==> config.mk <==
export PLATFORM = sky130hd
export DESIGN_NAME = sdm_interp_top
export DESIGN_NICKNAME = d
export VERILOG_FILES = /design/src/rtl/sdm_pkg.sv /design/src/rtl/sdm_step_gen.sv /design/src/rtl/sdm_phase_ctl.sv /design/src/rtl/sdm_hold.sv /design/src/rtl/sdm_mod4.sv /design/src/rtl/sdm_interp_top.sv
export SDC_FILE = /design/constraint.sdc
export NUM_CORES = 1
export LEC_CHECK = 0
export CORE_MARGIN = 2
export CORE_UTILIZATION = 55
export DETAILED_ROUTE_END_ITERATION = 12
export PLACE_DENSITY = 0.7
export SETUP_SLACK_MARGIN = 0.3
export SLEW_MARGIN = 20
export SYNTH_ARGS = -nofsm -noshare
export SYNTH_HDL_FRONTEND = slang
export SYNTH_SLANG_ARGS = --single-unit
==> constraint.sdc <==
create_clock -name clk -period 6.19 [get_ports clk]
set_clock_uncertainty 0.15 [all_clocks]
set_input_delay 1.238 -clock clk [delete_from_list [all_inputs] [get_ports clk]]
set_output_delay 1.238 -clock clk [all_outputs]
set_load 0.1 [all_outputs]
==> src/rtl/sdm_pkg.sv <==
package sdm_pkg;

    // Number of audio channels handled by the top level
    localparam int CHANNELS = 2;

    // Loop order and feedforward shifts of the weighted sum (1, 1/2, 1/8, 1/32)
    localparam int LOOP_ORDER = 4;
    localparam int FF_SHIFT [LOOP_ORDER] = '{0, 1, 3, 5};

    typedef enum logic {
        RATE_NORMAL = 1'b0,
        RATE_DOUBLE = 1'b1
    } rate_e;

    typedef struct packed {
        logic step;
        logic take;
        logic obs;
    } tick_t;

    function automatic int unsigned interp_ratio(input rate_e r,
                                                 input int unsigned norm,
                                                 input int unsigned dbl);
        return (r == RATE_DOUBLE) ? dbl : norm;
    endfunction

endpackage

==> src/rtl/sdm_step_gen.sv <==
module sdm_step_gen #(
    parameter int DIV = 6
) (
    input  logic clk,
    input  logic rst,
    output logic step,
    output logic obs
);
    localparam int CW = (DIV > 2) ? $clog2(DIV) : 1;
    localparam logic [CW-1:0] LAST = CW'(DIV - 1);
    localparam logic [CW-1:0] HALF = CW'(DIV / 2);

    logic [CW-1:0] div_q;

    always_ff @(posedge clk) begin
        if (rst)
            div_q <= '0;
        else if (div_q == LAST)
            div_q <= '0;
        else
            div_q <= div_q + 1'b1;
    end

    assign step = (div_q == LAST);
    assign obs  = (div_q < HALF);
endmodule

==> src/rtl/sdm_phase_ctl.sv <==
module sdm_phase_ctl
    import sdm_pkg::*;
#(
    parameter int NORM_RATIO = 16,
    parameter int DBL_RATIO  = 8
) (
    input  logic  clk,
    input  logic  rst,
    input  logic  step,
    input  rate_e rate,
    output logic  take
);
    localparam int MAXR = (NORM_RATIO > DBL_RATIO) ? NORM_RATIO : DBL_RATIO;
    localparam int PW   = (MAXR > 2) ? $clog2(MAXR) : 1;

    logic [PW-1:0] ph_q;
    logic [PW-1:0] last;

    assign last = PW'(interp_ratio(rate, NORM_RATIO, DBL_RATIO) - 1);

    always_ff @(posedge clk) begin
        if (rst)
            ph_q <= '0;
        else if (step)
            ph_q <= (ph_q >= last) ? '0 : ph_q + 1'b1;
    end

    assign take = step && (ph_q == '0);
endmodule

==> src/rtl/sdm_hold.sv <==
module sdm_hold #(
    parameter int DATA_W = 16
) (
    input  logic                     clk,
    input  logic                     rst,
    input  logic                     take,
    input  logic signed [DATA_W-1:0] din,
    output logic signed [DATA_W-1:0] held
);
    always_ff @(posedge clk) begin
        if (rst)
            held <= '0;
        else if (take)
            held <= din;
    end
endmodule

==> src/rtl/sdm_mod4.sv <==
module sdm_mod4
    import sdm_pkg::*;
#(
    parameter int DATA_W = 16,
    parameter int ACC_W  = 24
) (
    input  logic                     clk,
    input  logic                     rst,
    input  logic                     step,
    input  logic signed [DATA_W-1:0] sample,
    output logic                     bit_o
);
    localparam int EW = ACC_W + 2;
    localparam longint HI_L = (longint'(1) << (ACC_W - 1)) - 1;
    localparam longint LO_L = -(longint'(1) << (ACC_W - 1));
    localparam logic signed [EW-1:0] LIM_HI = EW'(HI_L);
    localparam logic signed [EW-1:0] LIM_LO = EW'(LO_L);
    localparam logic signed [EW-1:0] FS     = EW'(longint'(1) << (DATA_W - 1));

    logic signed [ACC_W-1:0] acc_q [LOOP_ORDER];
    logic signed [EW-1:0]    nxt   [LOOP_ORDER];
    logic signed [EW-1:0]    x, fb, wsum;
    logic                    ovf;
    logic                    bit_q;

    always_comb begin
        x  = EW'(sample);
        fb = bit_q ? FS : -FS;
        nxt[0] = EW'(acc_q[0]) + x - fb;
        for (int k = 1; k < LOOP_ORDER; k++)
            nxt[k] = EW'(acc_q[k]) + EW'(acc_q[k-1]);
        ovf  = 1'b0;
        wsum = '0;
        for (int k = 0; k < LOOP_ORDER; k++) begin
            if (nxt[k] > LIM_HI || nxt[k] < LIM_LO)
                ovf = 1'b1;
            wsum = wsum + (nxt[k] >>> FF_SHIFT[k]);
        end
    end

    always_ff @(posedge clk) begin
        if (rst || (step && ovf)) begin
            for (int k = 0; k < LOOP_ORDER; k++)
                acc_q[k] <= '0;
            bit_q <= 1'b1;
        end else if (step) begin
            for (int k = 0; k < LOOP_ORDER; k++)
                acc_q[k] <= nxt[k][ACC_W-1:0];
            bit_q <= ~wsum[EW-1];
        end
    end

    assign bit_o = bit_q;
endmodule

==> src/rtl/sdm_interp_top.sv <==
module sdm_interp_top
    import sdm_pkg::*;
#(
    parameter int DATA_W     = 16,
    parameter int ACC_W      = 24,
    parameter int DIV        = 6,
    parameter int NORM_RATIO = 16,
    parameter int DBL_RATIO  = 8
) (
    input  logic                     clk,
    input  logic                     rst,
    input  logic                     rate_dbl,
    input  logic signed [DATA_W-1:0] din_l,
    input  logic signed [DATA_W-1:0] din_r,
    output logic                     step_o,
    output logic                     take_o,
    output logic                     obs_clk_o,
    output logic                     bit_l_o,
    output logic                     bit_r_o
);
    tick_t                    tick;
    rate_e                    rate;
    logic signed [DATA_W-1:0] din_arr [CHANNELS];
    logic [CHANNELS-1:0]      bits;

    assign rate       = rate_e'(rate_dbl);
    assign din_arr[0] = din_l;
    assign din_arr[1] = din_r;

    sdm_step_gen #(.DIV(DIV)) u_step (
        .clk  (clk),
        .rst  (rst),
        .step (tick.step),
        .obs  (tick.obs)
    );

    sdm_phase_ctl #(.NORM_RATIO(NORM_RATIO), .DBL_RATIO(DBL_RATIO)) u_phase (
        .clk  (clk),
        .rst  (rst),
        .step (tick.step),
        .rate (rate),
        .take (tick.take)
    );

    for (genvar ch = 0; ch < CHANNELS; ch++) begin : g_ch
        logic signed [DATA_W-1:0] held;

        sdm_hold #(.DATA_W(DATA_W)) u_hold (
            .clk  (clk),
            .rst  (rst),
            .take (tick.take),
            .din  (din_arr[ch]),
            .held (held)
        );

        sdm_mod4 #(.DATA_W(DATA_W), .ACC_W(ACC_W)) u_mod (
            .clk    (clk),
            .rst    (rst),
            .step   (tick.step),
            .sample (held),
            .bit_o  (bits[ch])
        );
    end

    assign step_o    = tick.step;
    assign take_o    = tick.take;
    assign obs_clk_o = tick.obs;
    assign bit_l_o   = bits[0];
    assign bit_r_o   = bits[1];
endmodule

[After elaboration in Yosys (flattened, before gate mapping)]
Memory sizes are Yosys's and may differ from the RTL's.
Index checks and enable logic that the tools add are counted.
Word-level totals
  bits of input ports: 35
  logic and storage cells: 100
  memory bits (writable): 192
  register bits: 41
  output and inout port bits: 5
  memories: 2
Cells by class
  order comparisons: 18
  multiplexer cells: 29
  add/sub/neg operators: 19
  bitwise operators: 10
  equal/unequal tests: 1
  reduce and logical (&&, ||, !) cells: 15
Memory list
  g_ch[0].u_mod.acc_q: words 4, bits a word 24, rd ports 4, clocked after memory_dff 0, write ports 4, line sdm_mod4.sv:20  | logic signed [ACC_W-1:0] acc_q [LOOP_ORDER];
  g_ch[1].u_mod.acc_q: words 4, bits a word 24, rd ports 4, clocked after memory_dff 0, write ports 4, line sdm_mod4.sv:20
Operators with widths (number)
  24-bit 2-to-1 mux: 8
  24-bit by 24-bit adder with 25-bit output: 6
  25-bit by 24-bit > comparator with 1-bit output, second input constant: 6
  25-bit by 24-bit less-than comparator with 1-bit output, second input constant: 6
  26-bit by 20-bit adder with 26-bit output: 2
  26-bit by 22-bit adder with 26-bit output: 2
  26-bit by 24-bit adder with 26-bit output: 2
  26-bit by 24-bit > comparator with 1-bit output, second input constant: 2
  26-bit by 24-bit less-than comparator with 1-bit output, second input constant: 2
  26-bit 2-to-1 mux: 2
  26-bit subtractor: 2
  24-bit by 16-bit adder with 25-bit output: 2
  1-bit 2-to-1 mux: 17
  1-bit logical OR: 10
  4-bit 2-to-1 mux: 2
  1-bit OR: 8
  4-bit by 1-bit adder with 4-bit output, second input constant: 1
  4-bit greater-or-equal comparator: 1
  4-bit zero test: 1
  4-bit by 1-bit subtractor with 4-bit output, second input constant: 1
  3-bit by 1-bit adder with 3-bit output, second input constant: 1
  3-bit == test, second input constant: 1
  1-bit logical AND: 3
  3-bit by 2-bit less-than comparator with 1-bit output, second input constant: 1
  2 further kinds: 3

[Logic depth before layout (Yosys ltp)]
Gate-level depths: netlist of run 1.
An unclocked memory read counts as a cell.
  depth after elaboration: 14
  mapped depth: 30

[Cells and area by module]
Synthesis of run 1 repeated with hierarchy kept, for this count alone.
Second synthesis, totals
  cell total of the unflattened synthesis: 2209
  area total of the unflattened synthesis: 22071.2 sq um
By module, submodules not included
  sdm_mod4 at g_ch[1].u_mod: cells an instance 1018, instances 1, area an instance 10473.8 sq um, sequential area each 2902.8 sq um
  sdm_mod4 at g_ch[0].u_mod: cells an instance 1049, instances 1, area an instance 10062.2 sq um, sequential area each 2902.8 sq um
  sdm_hold: cells an instance 52, instances 2, area an instance 580.6 sq um, sequential area each 320.3 sq um
  sdm_phase_ctl: cells an instance 24, instances 1, area an instance 239.0 sq um, sequential area each 80.1 sq um
  sdm_step_gen: cells an instance 14, instances 1, area an instance 135.1 sq um, sequential area each 60.1 sq um

[Worst setup path after synthesis of run 1]
OpenSTA, ideal clock, no wires.
  kind: register to register
  start: mem g_ch[0].u_mod.acc_q[0][0]
  end: reg g_ch[0].u_mod.bit_q
  required time: 5.903 ns
  data arrival time: 5.832 ns
  period minus slack after synthesis: 6.120 ns
  buffers on the path: 0
  slack: 0.070 ns
  cell stages (with the launch flop): 28
  cells stage by stage: edfxtp_1 -> ha_1 -> fa_1 -> a21o_1 -> a21oi_1 -> o21ai_0 -> a31o_2 -> a2111oi_0 -> nor2_1 -> o21ai_0 -> xnor2_1 -> ha_1 -> a21o_1 -> a2111oi_0 -> o31ai_1 -> o22a_2 -> xor2_1 -> fa_1 -> ha_1 -> nand2_1 -> nor3_1 -> o211ai_1 -> nor3_1 -> a211oi_1 -> o21ai_0 -> xnor2_1 -> xnor2_1 -> a21oi_1
RTL lines
  start, declared: line sdm_mod4.sv:20
  end signal, assigned: line sdm_mod4.sv:49  | bit_q <= ~wsum[EW-1];
  end, declared: line sdm_mod4.sv:24  | logic bit_q;

==> run summary, run 1 <==
The H-tree depth reported by CTS came out at 1. The first detailed-routing pass ran for 5 iterations. The HPWL after detailed placement is around 39 mm.

The met1 layer wirelength in the final routing is 24.8 mm. The maximum number of pins on one net before global-route repair came out at 98. Clock tree synthesis inserted a total of 29 buffers. The peak fanout along the critical path came out at 3. In this run the biggest area consumer among cell types represents 26.0% of the synthesized area. For flop-to-flop paths, the worst setup slack is 0.007 ns.

The flow ran to the end, and the final reports show no timing, DRC or antenna violations. The worst path required time is roughly 6.5 ns. After layout, the worst path uses 99.9% of the clock period. The die span in x is 205 um. The buffer depth of the longest clock path is 3. The largest individual stage delay along the critical path comes from the cell sky130_fd_sc_hd__fa_1. Setup repair after global routing could not meet its margin everywhere. Clock latency on the worst-skew pair, taken at its later pin, is 0.56 ns.

The highest signal layer in the routed design is met5. TritonCTS built the clock tree. Summing over every cut layer, the via total after detailed routing is 17300.

The number of nets handed over by synthesis was about 2700. Once layout is complete, the cells apart from fillers number 2913. The summed instance area of the synthesized netlist is 22100 um^2. The overall die area came out at 41900 um^2. Pin placement for this block handled 40 I/O pins. Sequential elements use 29.7% of the synthesized area. The wire length of the first global-routing pass is roughly 87 mm. The worst setup path is captured at a flop.

For this run, the total global-route usage over all layers was measured as ~25%. The die boundary height is between 200 and 250 um. The final count of hold timing violations came out at 0. The synthesis-to-finish area growth is 13.9%. The share of async-settable or async-resettable flops after synthesis is 0%.

The number of core rows is 73. A synthesized cell averages approximately 9.9 um^2. The number of design-rule violations left by the first detailed-router iteration came out at 1286.

In the final layout, the share of cells above drive strength 1 is 12.1%. Summed over all instances, the cell type with the most area after synthesis is sky130_fd_sc_hd__edfxtp_1. The post-synthesis sequential element count came out at 233. Data arrives at the worst endpoint at around 6.5 ns. The worst reg2reg path depth came out at 30.

Yosys attributes the largest share of cell area to sky130_fd_sc_hd__edfxtp_1 26%, sky130_fd_sc_hd__ha_1 15%, sky130_fd_sc_hd__fa_1 9.6%. The critical path is of the reg2reg type. The leakage power total came out at roughly 11 nW. After the last flow step, the layout net total stands at roughly 2800. In the post-synthesis netlist, the cell with the most instances is sky130_fd_sc_hd__ha_1. The core box area is 39700 um^2. The count of max-cap constraint violations is 0.

The transition time of the tightest slew-check pin came out at 0.965 ns. The number of design rule violations left after detail routing is 0. The worst register-to-register path begins at g_ch[0].u_mod.acc_q[0][0].

In this run the worst setup path terminates at g_ch[0].u_mod.bit_o. The wire length reported by the detailed router is 53.5 mm. The number of placed instances, taps included, is 2826. The endpoint identified for the worst register-to-register timing path is g_ch[0].u_mod.bit_o.

The master cell of the clock root buffer is sky130_fd_sc_hd__clkbuf_16. The instance count of the mapped netlist is 2245. After global routing the overflow that remains totals 0. The number of unique standard cell types used by synthesis is 86. Detailed routing placed a total of between 20 and 25 mm of wire on met2. The number of enable flip-flop cells after synthesis is 192.

The average wire per standard cell is 18.4 um. The worst hold margin came out at 0.314 ns. In this run the remaining antenna-violating nets after routing total 0. The min-delay analysis places its worst path in the category reg2reg.

The filler cell count is 3221. The maximum operating frequency is 0.162 GHz. Port buffering added 39 buffers. The ratio of routed vias to standard cells came out at 5.93.

The number of antenna violations at the first check in global routing came out at 1. The relative slew slack is a little over a third. The congestion estimate from routability-driven global placement came to 0.897. The minimum clock period after layout came out at 6.18 ns.

Once the floorplan was initialized, standard cells occupied 55.7% of the core. The peak per-stage delay on the critical path came out at approximately 0.52 ns. The dominant register cell in the synthesized netlist is sky130_fd_sc_hd__edfxtp_1. The count of endpoints failing setup in the final report came out at 0. The post-cts hold buffer count came out at 0. By count the netlist is led by 265 x sky130_fd_sc_hd__ha_1, 202 x sky130_fd_sc_hd__a21oi_1, 192 x sky130_fd_sc_hd__edfxtp_1, 173 x sky130_fd_sc_hd__inv_1, 133 x sky130_fd_sc_hd__nand2_1. The nature of the critical path startpoint is a flop. The final-report max-slew violation count is 0.

The clock sink count came out at 233. The maximum ir drop on the vdd rail is 0.203 mV. In this run the worst setup path begins at g_ch[0].u_mod.acc_q[0][0]. The via count of the first global-routing pass is 17100.

The number of inserted diodes came out at 0. The register clock-pin slew on the reported worst setup and hold paths came out at around 0.060 ns. During synthesis, Yosys emitted a total of 0 warnings. The met3 wirelength from detailed routing came out at 2.89 mm.

Power spread over the standard cell area amounts to 234 nW/um^2.
## cells in the final DEF, fill, tap and decap left out, types with 11 or more instances in the layout
cell type / n
sky130_fd_sc_hd__xor2_1: 73
sky130_fd_sc_hd__o21a_1: 35
sky130_fd_sc_hd__a211oi_1: 79
sky130_fd_sc_hd__edfxtp_1: 192
sky130_fd_sc_hd__clkbuf_16: 29
sky130_fd_sc_hd__o31ai_1: 11
sky130_fd_sc_hd__a21oi_1: 194
sky130_fd_sc_hd__o21ai_1: 12
sky130_fd_sc_hd__nand2b_1: 22
sky130_fd_sc_hd__inv_1: 171
sky130_fd_sc_hd__xnor2_1: 103
sky130_fd_sc_hd__or3_1: 11
sky130_fd_sc_hd__fa_1: 104
sky130_fd_sc_hd__a31oi_1: 12
sky130_fd_sc_hd__nand4_1: 17
sky130_fd_sc_hd__a211oi_2: 51
sky130_fd_sc_hd__a21o_1: 82
sky130_fd_sc_hd__nand3_1: 27
sky130_fd_sc_hd__and2_1: 94
sky130_fd_sc_hd__dfxtp_1: 41
sky130_fd_sc_hd__clkbuf_1: 13
sky130_fd_sc_hd__nand2_1: 131
sky130_fd_sc_hd__nor3_1: 25
sky130_fd_sc_hd__o211ai_1: 16
sky130_fd_sc_hd__buf_4: 95
sky130_fd_sc_hd__nor2_1: 114
sky130_fd_sc_hd__clkdlybuf4s50_1: 37
sky130_fd_sc_hd__o21bai_1: 31
sky130_fd_sc_hd__ha_1: 252
sky130_fd_sc_hd__nor2b_1: 20
sky130_fd_sc_hd__o21ai_0: 86
## cell type report
type	count	area, um^2	share of cell area (%)
inverter	174	657	2.61
sequential	233	6590	26.1
timing repair buffer	143	1260	5.01
clock inverter	7	38.8	0.154
clock buffer	46	830	3.29
multi-input combinational	1785	15200	60.2
tap	525	657	2.61
## metrics by stage
stage	TNS [ns]	worst slack, ns	utilization (%)	instance area (um^2)	power [W]
3_3_place_gp	-0.188	-0.188	59.2	23500	0.00397
2_1_floorplan	0	0.152	-	22200	0.00347
3_5_place_dp	-0.425	-0.370	59.2	23500	0.00407
4_1_cts	0	0.0672	62.8	25000	0.00579
6_report	0	0.00683	63.5	25200	0.00589
5_1_grt	-0.410	-0.335	63.5	25200	0.00630
## metal layers
metal,up-vias,global-route usage (%)
met1,8277,36.0
li1,8483,-
met2,414,41.3
met3,96,3.34
met5,-,0
met4,2,6.26
## timing repair
item	in CTS	in global routing
pin swaps	58	39
gates cloned	0	1
endpoints found under the setup margin	27	176
buffers inserted	27	6
gates resized for setup	71	35
hold endpoints to repair	0	0
## critical path, delay by kind of cell (launching register included)
| family | cells | cell delay (ns) |
|---|---|---|
| XOR/XNOR | 4 | 0.67 |
| adder cells (fa/ha/maj) | 5 | 1.64 |
| AND/OR/NAND/NOR | 6 | 0.75 |
| flip-flops | 1 | 0.43 |
| AO/OA/AOI/OAI | 14 | 2.36 |
| buffers and inverters | 1 | 0.05 |
## cells by family (layout without fill, tap and decap cells)
kind of cell	after synthesis	after routing	share of synthesized area (%)
flip-flops	233	233	29.7
AO/OA/AOI/OAI	712	712	22.3
multiplexers	6	6	0.294
adder cells (fa/ha/maj)	371	371	24.6
buffers and inverters	228	370	4.29
AND/OR/NAND/NOR	511	512	11.5
XOR/XNOR	184	184	7.31
## sequential cells by signal, indices dropped and copies added (netlist names)
register	flops
u_step.div_q	3
g_ch.u_mod.bit_o	2
u_phase.ph_q	4
g_ch.u_hold.held	32
g_ch.u_mod.acc_q	192
## how the worst min path moves through the flow
stage | start | end | slack (ns) | cells after the start
final | g_ch[0].u_hold.held[14] | g_ch[0].u_hold.held[14] | 0.31 | 2
after CTS | g_ch[0].u_hold.held[11] | g_ch[0].u_hold.held[11] | 0.32 | 2
after floorplan | u_step.div_q[0] | u_step.div_q[0] | 0.28 | 1
after detailed placement | g_ch[0].u_hold.held[4] | g_ch[0].u_hold.held[4] | 0.30 | 2
after global placement | u_step.div_q[0] | u_step.div_q[0] | 0.29 | 1
after global routing | g_ch[1].u_hold.held[0] | g_ch[1].u_hold.held[0] | 0.34 | 2
## where the power goes
part | total, W | internal, W | switching, W
logic | 0.00248 | 0.00108 | 0.00140
clock network | 0.00161 | 0.000911 | 0.000695
registers | 0.00180 | 0.00176 | 0.0000470
total | 0.00589 | 0.00375 | 0.00214
Power figures use the tool's default switching activity.
==> inputs of run 2 (changes only) <==
--- a/config.mk
+++ b/config.mk
@@ -5,10 +5,11 @@
 export SDC_FILE = /design/constraint.sdc
 export NUM_CORES = 1
 export LEC_CHECK = 0
+export CAP_MARGIN = 20
 export CORE_MARGIN = 2
-export CORE_UTILIZATION = 55
+export CORE_UTILIZATION = 59
 export DETAILED_ROUTE_END_ITERATION = 12
-export PLACE_DENSITY = 0.7
+export PLACE_DENSITY = 0.75
 export SETUP_SLACK_MARGIN = 0.3
 export SLEW_MARGIN = 20
 export SYNTH_ARGS = -nofsm -noshare
==> run 2 against run 1 <==
  * Die area shrank 6.6%
  * Worst setup slack gained 0.040 ns
  * First-iteration DRC count is 1.1% lower
  * Critical path depth down 2
  * Largest power group unchanged
  * Routed wire length rose by 3.2%
  * Highest routed layer is now met4
  * Via count rose by 1.7%
  * Power rose by 1.7%
  * Fmax rose by 0.66%
==> run summary, run 2 (synthesis gave the netlist of run 1 again) <==
The run finished with clean final reports. The peak fanout along the critical path came out at 3. The final-report max-slew violation count is 0. The transition time of the tightest slew-check pin came out at 0.987 ns.

The post-cts hold buffer count is 0. Across all hold checks on the routed design, the worst slack comes to 0.313 ns. The power per unit of standard cell area came out at 236 nW/um^2. The via count of the first global-routing pass came out at about 18000. The routed design has 55.2 mm of wire. The effective utilization at floorplan is 60.2%. The post-route worst setup slack came out at about 0.047 ns. The largest registers in the layout are g_ch.u_mod.acc_q x192, g_ch.u_hold.held x32, u_phase.ph_q x4. The critical path capture point type is a flop. The net count of the finished layout is 2778. The overall die area came out at 39100 um^2. The number of antenna violations at the first check in global routing came out at 0.

Setup repair after global routing could not meet its margin everywhere. The total via count in the routed design came out at roughly 18000. The worst path required time is 6.50 ns.

The library cells used most frequently in the layout, excluding fill and tap cells, are 247 x sky130_fd_sc_hd__ha_1, 196 x sky130_fd_sc_hd__a21oi_1, 192 x sky130_fd_sc_hd__edfxtp_1, 169 x sky130_fd_sc_hd__inv_1, 133 x sky130_fd_sc_hd__nand2_1. For this block, the initial DRC count from the detailed router was 1272. The wire length of the first global-routing pass came out at 88.0 mm.

The count of port buffers added during placement is 39. The remaining antenna violation count after routing is 0. Across all register-to-register paths, the minimum setup slack is 0.05 ns. The leakage power total is 10.9 nW. The tightest min-delay check is of the reg2reg type. The register clock-pin slew on the reported worst setup and hold paths is 0.06 ns.

Once layout is complete, the utilization of the core stands at 69.0%. The last weighted congestion value of the routability-driven placer came out at between 0.9 and 1. The count of endpoints failing setup in the final report came out at 0. The buffer depth of the longest clock path came out at 3. The fraction of the cycle the final worst path needs came out at 99.2%.

The die span in x came out at 198 um. The filler cell count came out at around 2800. The relative slew slack came out at 34.2%. The share of layout cells above drive strength 1 came out at between 10% and 20%. The total CTS buffers came out at 30. The die boundary height came out at 198 um. Timing analysis after detailed placement gives a worst setup slack of -0.451 ns. The total global routing track utilization came out at between 20 and 30%. The first detailed-routing pass took 5 iterations. The floorplan has 70 rows. By instance count, the cell type seen most on the critical path is sky130_fd_sc_hd__xnor2_1. The category of the most critical setup path is reg2reg.

Summed over all layers, the global routing overflow is 0. The nature of the critical path startpoint is a flop. The largest individual stage delay along the critical path comes from the cell sky130_fd_sc_hd__fa_1. Clock tree synthesis selected as its root buffer the cell sky130_fd_sc_hd__clkbuf_16. Data on the critical path arrives at its endpoint at 6.46 ns. The TritonCTS clock tree is done. The core box area is between 30000 and 40000 um^2.

The HPWL after detailed placement is 39.4 mm. 0 antenna diodes ended up in the layout. The total power draw came out at 0.00599 W. The clock sink count is 233.

The peak per-stage delay on the critical path came out at 0.49 ns. The synthesis-to-finish area growth is 14.7%. Across the VDD grid, the largest voltage drop is 0.227 mV. The clock latency reported for the late side of the worst-skew pair is 0.60 ns. The final count of hold timing violations is 0.

The count of max-cap constraint violations came out at 0. The register with the most flip-flops is g_ch.u_mod.acc_q. After detailed routing, the average wire length per cell comes to 19.3 um. The most frequent standard cell in the layout excluding fill and tap cells is sky130_fd_sc_hd__ha_1. The maximum operating frequency came out at between 0.15 and 0.2 GHz. After detailed routing, the number of remaining DRC violations is 0. The minimum clock period after layout came out at 6.14 ns.

The number of flip-flops in the largest register is 192. In this run the number of H-tree levels came out at 1. The ratio of routed vias to standard cells came out at 6.14.

Entering global routing, the biggest net connects 98 pins. During I/O placement, the number of pins put on the boundary was 40.
## run 2: path summary, 6_finish.rpt
check | start | endpoint | cells past startpoint
worst max-delay path | g_ch[0].u_mod.acc_q[0][0] | g_ch[0].u_mod.bit_o | 28
worst min-delay path | g_ch[1].u_hold.held[0] | g_ch[1].u_hold.held[0] | 2
worst max register to register | g_ch[0].u_mod.acc_q[0][0] | g_ch[0].u_mod.bit_o | 28
worst min register to register | g_ch[1].u_hold.held[0] | g_ch[1].u_hold.held[0] | 2
## run 2: worst max-delay path: cells and delay by family (launching register included)
family	cells	cell delay, ns
flops	1	0.39
xor+xnor	4	0.60
compound gates	14	2.53
fa+ha+maj	5	1.63
buf+inv	1	0.15
simple gates	4	0.54
## run 2: layout make-up
| cell class | count | area, um^2 | share of cell area [%] |
|---|---|---|---|
| flip-flops and latches | 233 | 6590 | 25.9 |
| clock buffers | 32 | 758 | 2.99 |
| multi-input cells | 1785 | 15300 | 60.2 |
| repair buffers | 148 | 1300 | 5.11 |
| inverters | 174 | 657 | 2.59 |
| well taps | 468 | 586 | 2.31 |
| clock inverters | 22 | 235 | 0.926 |
## run 2: per-layer routing
| layer | track usage [%] | wire, um |
|---|---|---|
| met5 | 0 | 0 |
| met4 | 7.18 | 1230 |
| met3 | 3.95 | 3250 |
| met2 | 46.4 | 26000 |
| met1 | 38.1 | 24800 |
## run 2: what timing repair did
item | 4_1_cts | 5_1_grt
endpoints found under the setup margin | 76 | 171
setup buffers | 26 | 16
pin swaps | 53 | 37
gates resized for setup | 71 | 59
gates cloned | 0 | 3
hold endpoints to repair | 0 | 0
## run 2: report_power, final
part	leakage [nW]	switching, W	internal, W
combinational	8.11	0.00136	0.00103
sequential	2.32	0.0000474	0.00176
clock	0.481	0.000744	0.00105
total	10.9	0.00215	0.00384
## run 2: per-stage QoR
step	instances	TNS (ns)	instance area (um^2)
after floorplan	2245	0	22200
after global placement	2763	-0.169	23400
after detailed placement	2763	-0.506	23400
after CTS	2843	0	24900
after global routing	2862	-0.372	25400
final	2862	0	25400
==> inputs of run 3 (changes only) <==
--- a/config.mk
+++ b/config.mk
@@ -5,9 +5,11 @@
 export SDC_FILE = /design/constraint.sdc
 export NUM_CORES = 1
 export LEC_CHECK = 0
+export ABC_AREA = 0
 export CAP_MARGIN = 20
 export CORE_MARGIN = 2
 export CORE_UTILIZATION = 59
+export CTS_CLUSTER_DIAMETER = 30
 export DETAILED_ROUTE_END_ITERATION = 12
 export PLACE_DENSITY = 0.75
 export SETUP_SLACK_MARGIN = 0.3
==> run 3 against run 2 <==
  * Non-clock buffer count rose by 16
  * Critical path type unchanged
  * The flow now finishes with violations (setup timing)
  * Sequential power barely moved
  * Clock-buffer cell count rose by 51
  * Register-to-register slack got worse by 0.18 ns
==> run summary, run 3 (synthesis gave the netlist of run 1 again) <==
The flow ran to the end, but the final reports show violations. The checks that failed: setup timing. The transition time of the tightest slew-check pin is 1.00 ns. The critical path is of the reg2reg type. The number of primary I/O pins came out at 40. The leakage power total came out at 11.7 nW. The number of design rule violations left after detail routing is 0. Of the cells placed in the final design, the portion with a size suffix greater than 1 is 16.6%. The maximum ir drop on the vdd rail came out at around 0.19 mV. The met1 layer wirelength in the final routing is roughly 26 mm. The total global routing track utilization came out at 29.2%. The count of endpoints failing setup in the final report is 1. The final-report max-slew violation count is 0. The fraction of the cycle the final worst path needs came out at 102%. The total CTS buffers is between 70 and 80.

The register with the most flip-flops is g_ch.u_mod.acc_q. Subtracting the final worst setup slack from the clock period gives 6.32 ns. The first TritonRoute pass finished after 5 iterations. The wire length of the first global-routing pass is about 91 mm.

The highest-delay cell along the critical path is sky130_fd_sc_hd__fa_1. The number of antenna violations at the first check in global routing came out at 0. The floorplan step defined a die boundary enclosing 39100 um^2. The arrival time reported for the critical path endpoint came out at ~6.6 ns. The largest registers in the layout are g_ch.u_mod.acc_q x192, g_ch.u_hold.held x32, u_phase.ph_q x4.

The detailed router finished its first iteration with 1458 violations. After detailed routing, the average wire length per cell comes to ~20 um. At the worst endpoint, the required time is roughly 6.5 ns.

The internal power came out at ~0.0053 W. Input and output buffers added on the ports amount to 39. TritonCTS built the clock tree. The ratio of routed vias to standard cells is ~6. The via count of the first global-routing pass was 18300. Leaving out filler cells and counting taps, the final layout contains 2956. The critical path capture point type is a flop. The tightest min-delay check is of the reg2reg type.

The peak per-stage delay on the critical path came out at 0.56 ns. The maximum number of pins on one net before global-route repair is 98. The highest signal layer in the routed design is met4. Per report_power, the clock group accounts for about 45% of the total. The final standard cell utilization of the core came out at 73.8%. The number of antenna diodes in the final layout is 0.

The proportion of total power due to net switching is 33.0%. Setup repair after global routing could not meet its margin everywhere. In this run, flip-flops and latches consume 22.9% of the power. The post-cts hold buffer count is 0. The routed length on met2 is 27.7 mm.

The HPWL after detailed placement is around 39 mm. Clock-pin slew was measured on the worst setup and hold paths at 0.05 ns. Counting the fill cells in the layout gives roughly 2500. Counting tap cells, the placed design contains a total of approximately 2800 instances.

The H-tree depth reported by CTS came out at 3. The count of max-cap constraint violations came out at 0. The total power draw is 0.00790 W.

The initial utilization of the core area, before any placement, comes to 60.2%. The most frequent standard cell in the layout excluding fill and tap cells is sky130_fd_sc_hd__ha_1. The clock drives approximately 230 sinks. Clock latency on the worst-skew pair, taken at its later pin, is just under 0.6 ns.

The sequential standard cell area is approximately 6600 um^2. The detail route stage leaves a number of antenna-violating nets equal to 0. The post-route worst setup slack is -0.134 ns. The wire length reported by the detailed router came out at 59.4 mm. The clock passes through at most 3 buffers. Among the stages of the critical path, the cell type that occurs most often is sky130_fd_sc_hd__o21ai_2. The final count of hold timing violations was 0. The register with the most flip-flops in the layout has 192 of them.

The nature of the critical path startpoint is a flop. The total placed instance area is roughly 23000 um^2. The total via count in the routed design came out at around 18000. In the layout the commonest cells are 248 x sky130_fd_sc_hd__ha_1, 194 x sky130_fd_sc_hd__a21oi_1, 192 x sky130_fd_sc_hd__edfxtp_1, 170 x sky130_fd_sc_hd__inv_1, 131 x sky130_fd_sc_hd__nand2_1.

The synthesis-to-finish area growth came out at 22.5%. The worst pin sits at a relative slew slack of 33.1%. The aggregate negative setup slack is -0.134 ns.

The last weighted congestion value of the routability-driven placer came out at a little over 0.9. Of all nets on the critical path, the largest fanout is 2. The die span in x came out at around 200 um. At the end of the flow, the number of nets in the layout was 2837. The power per unit of standard cell area is 291 nW/um^2. The core box area is 36800 um^2. The number of core rows is 70.

The logic gate share of total power came out at 32.2%. Detailed routing placed a total of 4.02 mm of wire on met3. In this run the power spent charging and discharging nets is 0.00261 W. Global routing finished with a remaining overflow of 0. The maximum operating frequency came out at 0.158 GHz. The multi-input combinational cell area is 15300 um^2. The die boundary height came out at a little under 200 um. The cell area after layout came out at 27100 um^2. The master cell of the clock root buffer is sky130_fd_sc_hd__clkbuf_16.
-- run 3: cell types whose count changed in the layout (fill, tap and decap cells not counted), sizes merged --
cell      change
buf          +11
bufinv        +2
clkbuf       +56
clkinv       +13
clkinvlp      +3
inv           +9
-- run 3: final cells by class --
| type | count | area share [%] |
|---|---|---|
| multi-input cells | 1785 | 56.5 |
| flip-flops and latches | 233 | 24.3 |
| clock buffers | 83 | 6.99 |
| repair buffers | 164 | 6.05 |
| inverters | 174 | 2.42 |
| well taps | 468 | 2.16 |
| clock inverters | 49 | 1.60 |
-- run 3: repair_timing --
item / in CTS / in global routing
setup endpoints to repair: 92 / 171
pin swaps: 58 / 53
resized for setup: 83 / 81
buffers inserted: 28 / 20
cloned: 0 / 13
-- run 3: path summary, 6_finish.rpt --
check                                               start                      end  slack, ns  cells after the start
worst max-delay path            g_ch[0].u_mod.acc_q[0][0]      g_ch[0].u_mod.bit_o      -0.13                     30
worst min-delay path              g_ch[0].u_hold.held[12]  g_ch[0].u_hold.held[12]       0.31                      2
worst max register to register  g_ch[0].u_mod.acc_q[0][0]      g_ch[0].u_mod.bit_o      -0.13                     30
worst min register to register    g_ch[0].u_hold.held[12]  g_ch[0].u_hold.held[12]       0.31                      2
-- run 3: power by group through the flow --
| stage | combinational [W] | clock [W] | sequential (W) |
|---|---|---|---|
| 2_1_floorplan | 0.00165 | 0 | 0.00182 |
| 5_1_grt | 0.00285 | 0.00367 | 0.00182 |
| 6_report | 0.00254 | 0.00355 | 0.00181 |
| 3_5_place_dp | 0.00223 | 0 | 0.00184 |
| 3_3_place_gp | 0.00210 | 0 | 0.00184 |
| 4_1_cts | 0.00237 | 0.00356 | 0.00181 |
-- run 3: per-layer routing --
layer	vias up	track usage, %
met5	-	0
met4	0	11.0
met2	653	48.2
met1	8818	38.2
met3	145	5.35
li1	8656	-
-- run 3: stage by stage --
stage                     setup WS [ns]  hold WS, ns
final                            -0.134        0.312
after global placement           -0.169        0.295
after detailed placement         -0.451        0.303
after floorplan                   0.152        0.283
after global routing             -0.423        0.336
after CTS                       -0.0262        0.313
-- run 3: critical path: cells and delay by family (launching register included) --
kind	cells	cell delay [ns]
flip-flops	1	0.42
AND/OR/NAND/NOR	7	1.08
AO/OA/AOI/OAI	12	1.97
adder cells (fa/ha/maj)	5	1.74
XOR/XNOR	4	0.64
buffers and inverters	2	0.17
